==> config.mk <==
export PLATFORM = sky130hd
export DESIGN_NAME = density_cal_table
export DESIGN_NICKNAME = d
export VERILOG_FILES = /design/src/rtl/cdt_pkg.sv /design/src/rtl/cdt_ctrl.sv /design/src/rtl/cdt_hist_bank.sv /design/src/rtl/cdt_cum_writer.sv /design/src/rtl/density_cal_table.sv
export SDC_FILE = /design/constraint.sdc
export NUM_CORES = 2
export LEC_CHECK = 0
export BUFFER_PORTS_ARGS = -buffer_cell sky130_fd_sc_hd__buf_2
export CAP_MARGIN = 40
export CORE_UTILIZATION = 45
export CTS_BUF_LIST = sky130_fd_sc_hd__clkbuf_4 sky130_fd_sc_hd__clkbuf_8 sky130_fd_sc_hd__clkbuf_16
export CTS_CLUSTER_SIZE = 12
export DETAILED_ROUTE_END_ITERATION = 16
export PLACE_DENSITY = 0.68
export SLEW_MARGIN = 30
export SYNTH_ARGS = -nofsm -noshare
export SYNTH_HDL_FRONTEND = slang
export SYNTH_SLANG_ARGS = --single-unit
==> constraint.sdc <==
create_clock -name clk -period 5.4 [get_ports clk]
set_input_delay 0.54 -clock clk [delete_from_list [all_inputs] [get_ports clk]]
set_output_delay 0.54 -clock clk [all_outputs]
set_load 0.05 [all_outputs]
==> src/rtl/cdt_pkg.sv <==
package cdt_pkg;

  typedef enum logic [2:0] {
    PH_IDLE  = 3'd0,
    PH_ACCUM = 3'd1,
    PH_WRITE = 3'd2,
    PH_DRAIN = 3'd3,
    PH_DONE  = 3'd4
  } phase_t;

  // Cumulative count -> fraction of a period, floor-scaled, clamped to full scale minus one.
  function automatic logic [31:0] cum_to_frac(input logic [31:0] cum,
                                              input int unsigned log_n,
                                              input int unsigned frac_w);
    logic [47:0] prod;
    logic [47:0] q;
    logic [47:0] top;
    prod = {16'd0, cum} << frac_w;
    q    = prod >> log_n;
    top  = (48'd1 << frac_w) - 48'd1;
    if (q > top) q = top;
    return q[31:0];
  endfunction

endpackage

==> src/rtl/cdt_ctrl.sv <==
module cdt_ctrl
  import cdt_pkg::*;
#(
  parameter int CODE_W      = 7,
  parameter int LOG_SAMPLES = 12
) (
  input  logic              clk,
  input  logic              rst_n,
  input  logic              start,
  input  logic              code_valid,
  output phase_t            phase,
  output logic              accept,
  output logic              last_sample,
  output logic              write_step,
  output logic              last_idx,
  output logic [CODE_W-1:0] idx
);

  localparam int SCNT_W = LOG_SAMPLES;

  logic [SCNT_W-1:0] sample_cnt;

  assign accept      = (phase == PH_ACCUM) && code_valid && !start;
  assign last_sample = accept && (sample_cnt == {SCNT_W{1'b1}});
  assign write_step  = (phase == PH_WRITE) && !start;
  assign last_idx    = write_step && (idx == {CODE_W{1'b1}});

  always_ff @(posedge clk or negedge rst_n) begin
    if (!rst_n) begin
      phase      <= PH_IDLE;
      sample_cnt <= '0;
      idx        <= '0;
    end else if (start) begin
      phase      <= PH_ACCUM;
      sample_cnt <= '0;
      idx        <= '0;
    end else begin
      unique case (phase)
        PH_ACCUM: begin
          if (accept) sample_cnt <= sample_cnt + 1'b1;
          if (last_sample) phase <= PH_WRITE;
        end
        PH_WRITE: begin
          if (write_step) idx <= idx + 1'b1;
          if (last_idx) phase <= PH_DRAIN;
        end
        PH_DRAIN: phase <= PH_DONE;
        default:  phase <= phase;
      endcase
    end
  end

endmodule

==> src/rtl/cdt_hist_bank.sv <==
module cdt_hist_bank #(
  parameter int CODE_W = 7,
  parameter int CNT_W  = 13
) (
  input  logic              clk,
  input  logic              rst_n,
  input  logic              clear,
  input  logic              inc_en,
  input  logic [CODE_W-1:0] inc_code,
  input  logic [CODE_W-1:0] rd_idx,
  output logic [CNT_W-1:0]  rd_count
);

  localparam int NUM_BINS = 1 << CODE_W;

  logic [CNT_W-1:0] bin_val [NUM_BINS];

  for (genvar g = 0; g < NUM_BINS; g++) begin : g_bin
    logic [CNT_W-1:0] cnt_q;
    logic             hit;
    assign hit = inc_en && (inc_code == CODE_W'(g));
    always_ff @(posedge clk or negedge rst_n) begin
      if (!rst_n)                                cnt_q <= '0;
      else if (clear)                            cnt_q <= '0;
      else if (hit && (cnt_q != {CNT_W{1'b1}}))  cnt_q <= cnt_q + 1'b1;
    end
    assign bin_val[g] = cnt_q;
  end

  assign rd_count = bin_val[rd_idx];

endmodule

==> src/rtl/cdt_cum_writer.sv <==
module cdt_cum_writer
  import cdt_pkg::*;
#(
  parameter int CODE_W      = 7,
  parameter int LOG_SAMPLES = 12,
  parameter int FRAC_W      = 10
) (
  input  logic              clk,
  input  logic              rst_n,
  input  logic              clear,
  input  logic              step,
  input  logic [CODE_W-1:0] idx,
  input  logic [LOG_SAMPLES:0] bin_count,
  output logic              wr_en,
  output logic [CODE_W-1:0] wr_addr,
  output logic [FRAC_W-1:0] wr_data
);

  localparam int SUM_W = LOG_SAMPLES + 2;

  logic [SUM_W-1:0]  cum_q;
  logic [SUM_W-1:0]  cum_next;
  logic [FRAC_W-1:0] frac_next;

  assign cum_next  = cum_q + SUM_W'(bin_count);
  assign frac_next = FRAC_W'(cum_to_frac(32'(cum_next), LOG_SAMPLES, FRAC_W));

  always_ff @(posedge clk or negedge rst_n) begin
    if (!rst_n) begin
      cum_q   <= '0;
      wr_en   <= 1'b0;
      wr_addr <= '0;
      wr_data <= '0;
    end else if (clear) begin
      cum_q   <= '0;
      wr_en   <= 1'b0;
    end else if (step) begin
      cum_q   <= cum_next;
      wr_en   <= 1'b1;
      wr_addr <= idx;
      wr_data <= frac_next;
    end else begin
      wr_en   <= 1'b0;
    end
  end

endmodule

==> src/rtl/density_cal_table.sv <==
module density_cal_table
  import cdt_pkg::*;
#(
  parameter int CODE_W      = 7,
  parameter int LOG_SAMPLES = 12,
  parameter int FRAC_W      = 10
) (
  input  logic              clk,
  input  logic              rst_n,
  input  logic              start,
  input  logic              code_valid,
  input  logic [CODE_W-1:0] code_in,
  output logic              tbl_we,
  output logic [CODE_W-1:0] tbl_addr,
  output logic [FRAC_W-1:0] tbl_data,
  output logic              done
);

  localparam int CNT_W = LOG_SAMPLES + 1;

  phase_t            phase;
  logic              accept_evt;
  logic              last_sample_evt;
  logic              write_step_evt;
  logic              last_idx_evt;
  logic [CODE_W-1:0] walk_idx;
  logic [CNT_W-1:0]  bin_count;

  cdt_ctrl #(.CODE_W(CODE_W), .LOG_SAMPLES(LOG_SAMPLES)) u_ctrl (
    .clk         (clk),
    .rst_n       (rst_n),
    .start       (start),
    .code_valid  (code_valid),
    .phase       (phase),
    .accept      (accept_evt),
    .last_sample (last_sample_evt),
    .write_step  (write_step_evt),
    .last_idx    (last_idx_evt),
    .idx         (walk_idx)
  );

  cdt_hist_bank #(.CODE_W(CODE_W), .CNT_W(CNT_W)) u_hist (
    .clk      (clk),
    .rst_n    (rst_n),
    .clear    (start),
    .inc_en   (accept_evt),
    .inc_code (code_in),
    .rd_idx   (walk_idx),
    .rd_count (bin_count)
  );

  cdt_cum_writer #(.CODE_W(CODE_W), .LOG_SAMPLES(LOG_SAMPLES), .FRAC_W(FRAC_W)) u_wr (
    .clk       (clk),
    .rst_n     (rst_n),
    .clear     (start),
    .step      (write_step_evt),
    .idx       (walk_idx),
    .bin_count (bin_count),
    .wr_en     (tbl_we),
    .wr_addr   (tbl_addr),
    .wr_data   (tbl_data)
  );

  assign done = (phase == PH_DONE);

endmodule

======== After elaboration in Yosys (flattened, before gate mapping) ========
Index checks and enable logic that the tools add are counted.
cells by class
  add/sub/neg operators ................... 131
  magnitude comparators ................... 2
  equality and inequality tests ........... 263
  muxes and demuxes ....................... 274
  bitwise logic cells ..................... 2
  reductions and logical operators ........ 400
operators by type and width
  cell                                                              count
  two-way mux 13 bit                                                258
  adder 13 x 1 -> 13 bit (second input constant)                    128
  != test 13 bit (second input constant)                            128
  == test 7 bit (second input constant)                             65
  nonzero test 2 bit                                                132
  logical AND 1 bit                                                 261
  == test 7 x 6 -> 1 bit (second input constant)                    32
  == test 7 x 5 -> 1 bit (second input constant)                    16
  binary-select mux 13 bit (select 7 bit)                           1
  == test 7 x 4 -> 1 bit (second input constant)                    8
  two-way mux 12 bit                                                3
  == test 7 x 3 -> 1 bit (second input constant)                    4
  two-way mux 14 bit                                                2
  two-way mux 7 bit                                                 3
  adder 14 x 13 -> 14 bit                                           1
  == test 7 x 2 -> 1 bit (second input constant)                    2
  adder 12 x 1 -> 12 bit (second input constant)                    1
  == test 12 bit (second input constant)                            1
  greater-than comparator 12 x 10 -> 1 bit (second input constant)  1
  two-way mux 10 bit                                                1
  two-way mux 3 bit                                                 3
  case mux 3 bit (3 select lines)                                   1
  >= comparator 8 bit (second input constant)                       1
  inverter 7 -> 8 bit                                               1
  other kinds (13)                                                  18
storage, ports and cells
  bits in registers ....................... 1718
  input port bits ......................... 11
  output and inout port bits .............. 19
  logic and storage cells ................. 1207

======== Depth between registers and ports, before layout ========
  depth after elaboration ................. 7
  gate-level depth with buffers ........... 20
  depth with buffers taken out ............ 15

======== By module ========
From an unflattened synthesis, not the netlist that was laid out.
unflattened totals
  cell total of the unflattened synthesis .. 9932
  area total of the unflattened synthesis .. 101966.5 um^2
by module, submodules not included
  module             instances  cells an instance  area each (um^2)  seq. area each (um^2)
  cdt_hist_bank      1          9618               98852.3           41639.9
  cdt_cum_writer     1          189                1895.6            800.8
  cdt_ctrl           1          124                1206.2            550.5
  density_cal_table  1          1                  12.5              0.0

======== Worst setup path after synthesis ========
Ideal clock, no wire load.
  kind .................................... flip-flop to flip-flop
  start ................................... reg u_ctrl.idx[0]
  end ..................................... reg u_wr.wr_data[6]
  library setup time ...................... 152 ps
  data arrival time ....................... 4142 ps
  required time ........................... 5248 ps
  slack ................................... 1106 ps
  cell stages (with the launch flop) ...... 18
  buffers on the path ..................... 4
  clock period less this slack ............ 4294 ps
  cells stage by stage .................... dfrtp_1 > buf_4 > buf_4 > buf_2 > buf_2 > mux4_2 > mux2i_1 > o211ai_1 > o32a_1 > ha_1 > inv_1 > fa_1 > nor2b_1 > o31ai_1 > a21o_1 > a221oi_1 > a22oi_1 > a31oi_1
between the ends
  cells in the longest elaborated chain, start to end .. 7
ends and longest elaborated chain
  what                                                     line                  text
  start: declaration                                       cdt_ctrl.sv:16        output logic [CODE_W-1:0] idx
  start signal: assignment                                 cdt_ctrl.sv:44        if (write_step) idx <= idx + 1'b1;
  inverter 7 -> 8 bit (implied by the code) *              cdt_hist_bank.sv:30   assign rd_count = bin_val[rd_idx];
  binary-select mux 13 bit (select 7 bit) *                cdt_hist_bank.sv:30
  two-way mux 13 bit (implied by the code) * (2 in a row)  cdt_hist_bank.sv:30
  adder 14 x 13 -> 14 bit *                                cdt_cum_writer.sv:25  assign cum_next = cum_q + SUM_W'(bin_count);
  greater-than comparator 12 x 10 -> 1 bit                 cdt_pkg.sv:21         if (q > top) q = top;
  two-way mux 10 bit *                                     cdt_pkg.sv:21
  end signal: assignment                                   cdt_cum_writer.sv:41  wr_data <= frac_next;
  end: declaration                                         cdt_cum_writer.sv:16  output logic [FRAC_W-1:0] wr_data
Mark *: on every way between the ends. The rest lies on a longest branch, timed or not. The select of a mux whose other input is x is not followed.
A chain may end at the register's enable or synchronous reset.

======== Worst setup path in the final report ========
  start ................................... reg u_ctrl.idx[2]
  end ..................................... reg u_wr.wr_data[7]
The elaborated chain is that of the path after synthesis.

==> reports/metrics.yaml <==
placement:
  port_buffers: 29
  pre_cts_ws_ns: -0.0573
  routabilityCongestion: 0.993
  placed_cell_area_sq_um: 104000
  place_hpwl_um: 231000
  placedCellCount: 12800
timing:
  worstMarginPinSlew_ns: 1.04
  slew_violations: 0
  slew_headroom_pct: 30.4
  timing.hold.ws_ns: 0.0678
  fin_skew_ns: 0.0692
  fin_crit_ns: 5.02
  fin_crit_sh_pct: 92.9
  setup_violations: 0
  fin_ws_ns: 0.381
  max_freq_ghz: 0.199
  rsz0062_at_grt: "no"
  finalHoldViolCount: 0
global_route:
  grt_pass1_wl_um: 487000
  grt_pass1_vias: 78400
  grt_usage_pct: 28.2
  grt_antenna_before_repair: 16
  grt_overflow: 0
  grt_start_max_net_pins: 198
synthesis:
  yosysSeqAreaShare_pct: 43.0
  synth-edff-count: 0
  synth.area.top_cells: "dfrtp_1, mux4_2, xor2_1"
  ys_warn_count: 0
  synth.largest_area_cell: "dfrtp_1"
  synth_top_flop_cell: "dfrtp_1"
  syn_nets: 10200
  yosysTopAreaCellShare_pct: 43.0
  synth_area_sq_um: 100000
  synth_cell_types: 101
  synthArstFlopShare_pct: 100
  syn_inst: 10100
  avgSynthCellArea_sq_um: 9.93
  ys_ff_latch: 1718
job:
  max-cap-violations: 0
worst_setup_path:
  path_class: "flip-flop to flip-flop"
  cp-start-kind: "flip-flop"
  required_ns: 6.21
  worstPathArrival_ns: 5.83
  worstReg2RegStart: "u_ctrl.idx[2]$_DFFE_PN0P_"
  r2r_slack_ns: 0.38
  cp_max_fo: 20
  rr_worst_depth: 13
  worstSetupEndpointType: "flip-flop"
  timing.rr.end: "u_wr.wr_data[7]$_DFFE_PN0P_"
worst_hold_path:
  hold_start: "start"
  min_path_cells: 2
  holdPathEnd: "u_hist.g_bin[111].cnt_q[7]$_DFFE_PN0P_"
  hp-class: "primary input to flip-flop"
die:
  core-area_sq_um: 220000
  die_height_um: 473
  rows: 172
  die_w_um: 473
  initial_core_util_pct: 45.4
  die_area_sq_um: 224000
  ios: 30
route:
  drtAntennaViolNets: 0
  drtIter0Drc: 10200
  wl_per_cell_um: 24.0
  viasPerCell: 6.16
  vias: 81500
  wirelength_um: 318000
  drcViolationCount: 0
  firstDrtPassIters: 6
final_layout:
  fin_cells: 13200
  syn_to_final_growth_pct: 11.5
  fin_nets: 10300
  regArea_sq_um: 43000
  stdcell_area_sq_um: 111000
  drive_gt1_share_pct: 12.5
  multiInputGateArea_sq_um: 54400
  nFillCells: 19800
clock_tree:
  cts_tree: "yes"
  ctsLongestPathBuffers: 3
  cts_buffers: 192
  clkTransAtPathRegs_ns: 0.06
  cts_sinks: 1718
  clock_latency_ns: 0.90
  root_buffer: "clkbuf_16"
  cts_htree_levels: 4
power:
  cellLeakagePower_uw: 0.0439
  power.total_uw: 27800
  ir_drop_uv: 275
  p_per_area_nw_per_um2: 249
outcome:
  status: "complete, no violations"
==> synthesized netlist by cell type (all sizes together) (76+ instances only) <==
library cell	number
buf	166
or3	173
nand4	500
a21oi	327
nor4	212
nor3	163
o21ai	194
xor2	759
xnor2	495
nand3	554
dfrtp	1718
clkbuf	303
a211oi	112
and2	76
nand2	815
mux2i	270
and3	231
a31oi	99
nor2	1686
mux4	378
ha	143
inv	193
==> what timing repair did <==
item / CTS / global route
hold buffers: 1 / 0
pin swaps: 0 / 0
setup endpoints to repair: 1 / 11
cloned: 0 / 0
gates resized for setup: 1 / 0
setup buffers: 0 / 3
endpoints found under the hold margin: 80 / 0
==> metrics by stage <==
stage	util, %	TNS, ns
after floorplan	-	0
after global placement	47.2	-2.58
after detailed placement	47.3	-0.106
after CTS	50.4	0
after global routing	50.6	0
final	50.6	0
==> cell families after synthesis <==
| group | count (synthesis) | synth area share [%] |
|---|---|---|
| buf+inv | 662 | 2.81 |
| compound gates | 1031 | 7.34 |
| fa+ha+maj | 144 | 1.81 |
| xor+xnor | 1254 | 11.0 |
| simple gates | 4609 | 22.8 |
| mux | 656 | 11.3 |
| flops | 1718 | 43.0 |
==> cell type report <==
type / count / area share [%]
Multi-Input combinational cell: 7694 / 48.8
Sequential cell: 1718 / 38.6
Clock buffer: 282 / 5.25
Tap cell: 2958 / 3.32
Timing Repair Buffer: 307 / 2.54
Clock inverter: 72 / 0.882
Inverter: 193 / 0.651
Antenna cell: 3 / 0.00673
==> registers in the layout, summed over array words and instances, names as in the netlist <==
register / cells
u_wr.wr_data: 10
u_wr.wr_en: 1
u_hist.g_bin.cnt_q: 1664
u_ctrl.phase: 3
u_wr.wr_addr: 7
u_ctrl.sample_cnt: 12
u_ctrl.idx: 7
u_wr.cum_q: 14
==> where the power goes <==
group	total [uW]	leakage (uW)	switching [uW]	internal, uW
sequential	12900	0.0240	21.8	12900
combinational	862	0.0165	739	123
clock	14000	0.00342	5780	8220
==> critical path, stage by stage, from the launching register on <==
cell and delay (ns):
dfrtp_4 0.66, nor2b_2 0.79, a221oi_1 0.23, o31a_1 0.24, a2111oi_0 0.74, o32a_1 0.29, ha_1 0.27, nor2b_1 0.16
o31ai_1 0.59, a21oi_1 0.20, o211ai_1 0.26, a22oi_1 0.13, buf_4 0.21, a31oi_1 0.17
==> worst max path at each step <==
stage                                    startpoint                          end  cells after the start
final                     u_ctrl.idx[2]$_DFFE_PN0P_  u_wr.wr_data[7]$_DFFE_PN0P_                     13
after global routing      u_ctrl.idx[2]$_DFFE_PN0P_  u_wr.wr_data[7]$_DFFE_PN0P_                     17
after global placement    u_ctrl.idx[0]$_DFFE_PN0P_  u_wr.wr_data[6]$_DFFE_PN0P_                     17
after CTS                 u_ctrl.idx[0]$_DFFE_PN0P_  u_wr.wr_data[7]$_DFFE_PN0P_                     16
after detailed placement  u_ctrl.idx[0]$_DFFE_PN0P_  u_wr.wr_data[7]$_DFFE_PN0P_                     17
after floorplan           u_ctrl.idx[0]$_DFFE_PN0P_  u_wr.wr_data[6]$_DFFE_PN0P_                     17
==> cells in the final DEF (no fill, tap or decap), types with 36 or more instances in the layout <==
cell       instances
dfrtp_1         1714
nor2_1          1685
nand2_1          813
xor2_1           759
nand3_1          548
xnor2_1          495
nand4_1          495
mux4_2           378
a21oi_1          322
mux2i_1          270
and3_1           231
buf_4            202
o21ai_0          192
clkbuf_16        192
inv_1            191
or3_1            173
nor4_1           160
nor3_1           143
ha_1             143
a31oi_1           99
and2_1            76
a211oi_1          67
clkbuf_8          59
and4_1            54
a211oi_2          44
a2111oi_2         41
nor4_2            38
or4_1             38
clkinv_2          37
o22ai_1           36
==> routing by layer <==
metal  wire, um  global-route usage, %
met1     131000                   38.0
met2     144000                   43.5
met3      24400                   4.94
met4      18700                   14.7
met5         63                      0
No activity file was read; power rests on OpenSTA's default activity.
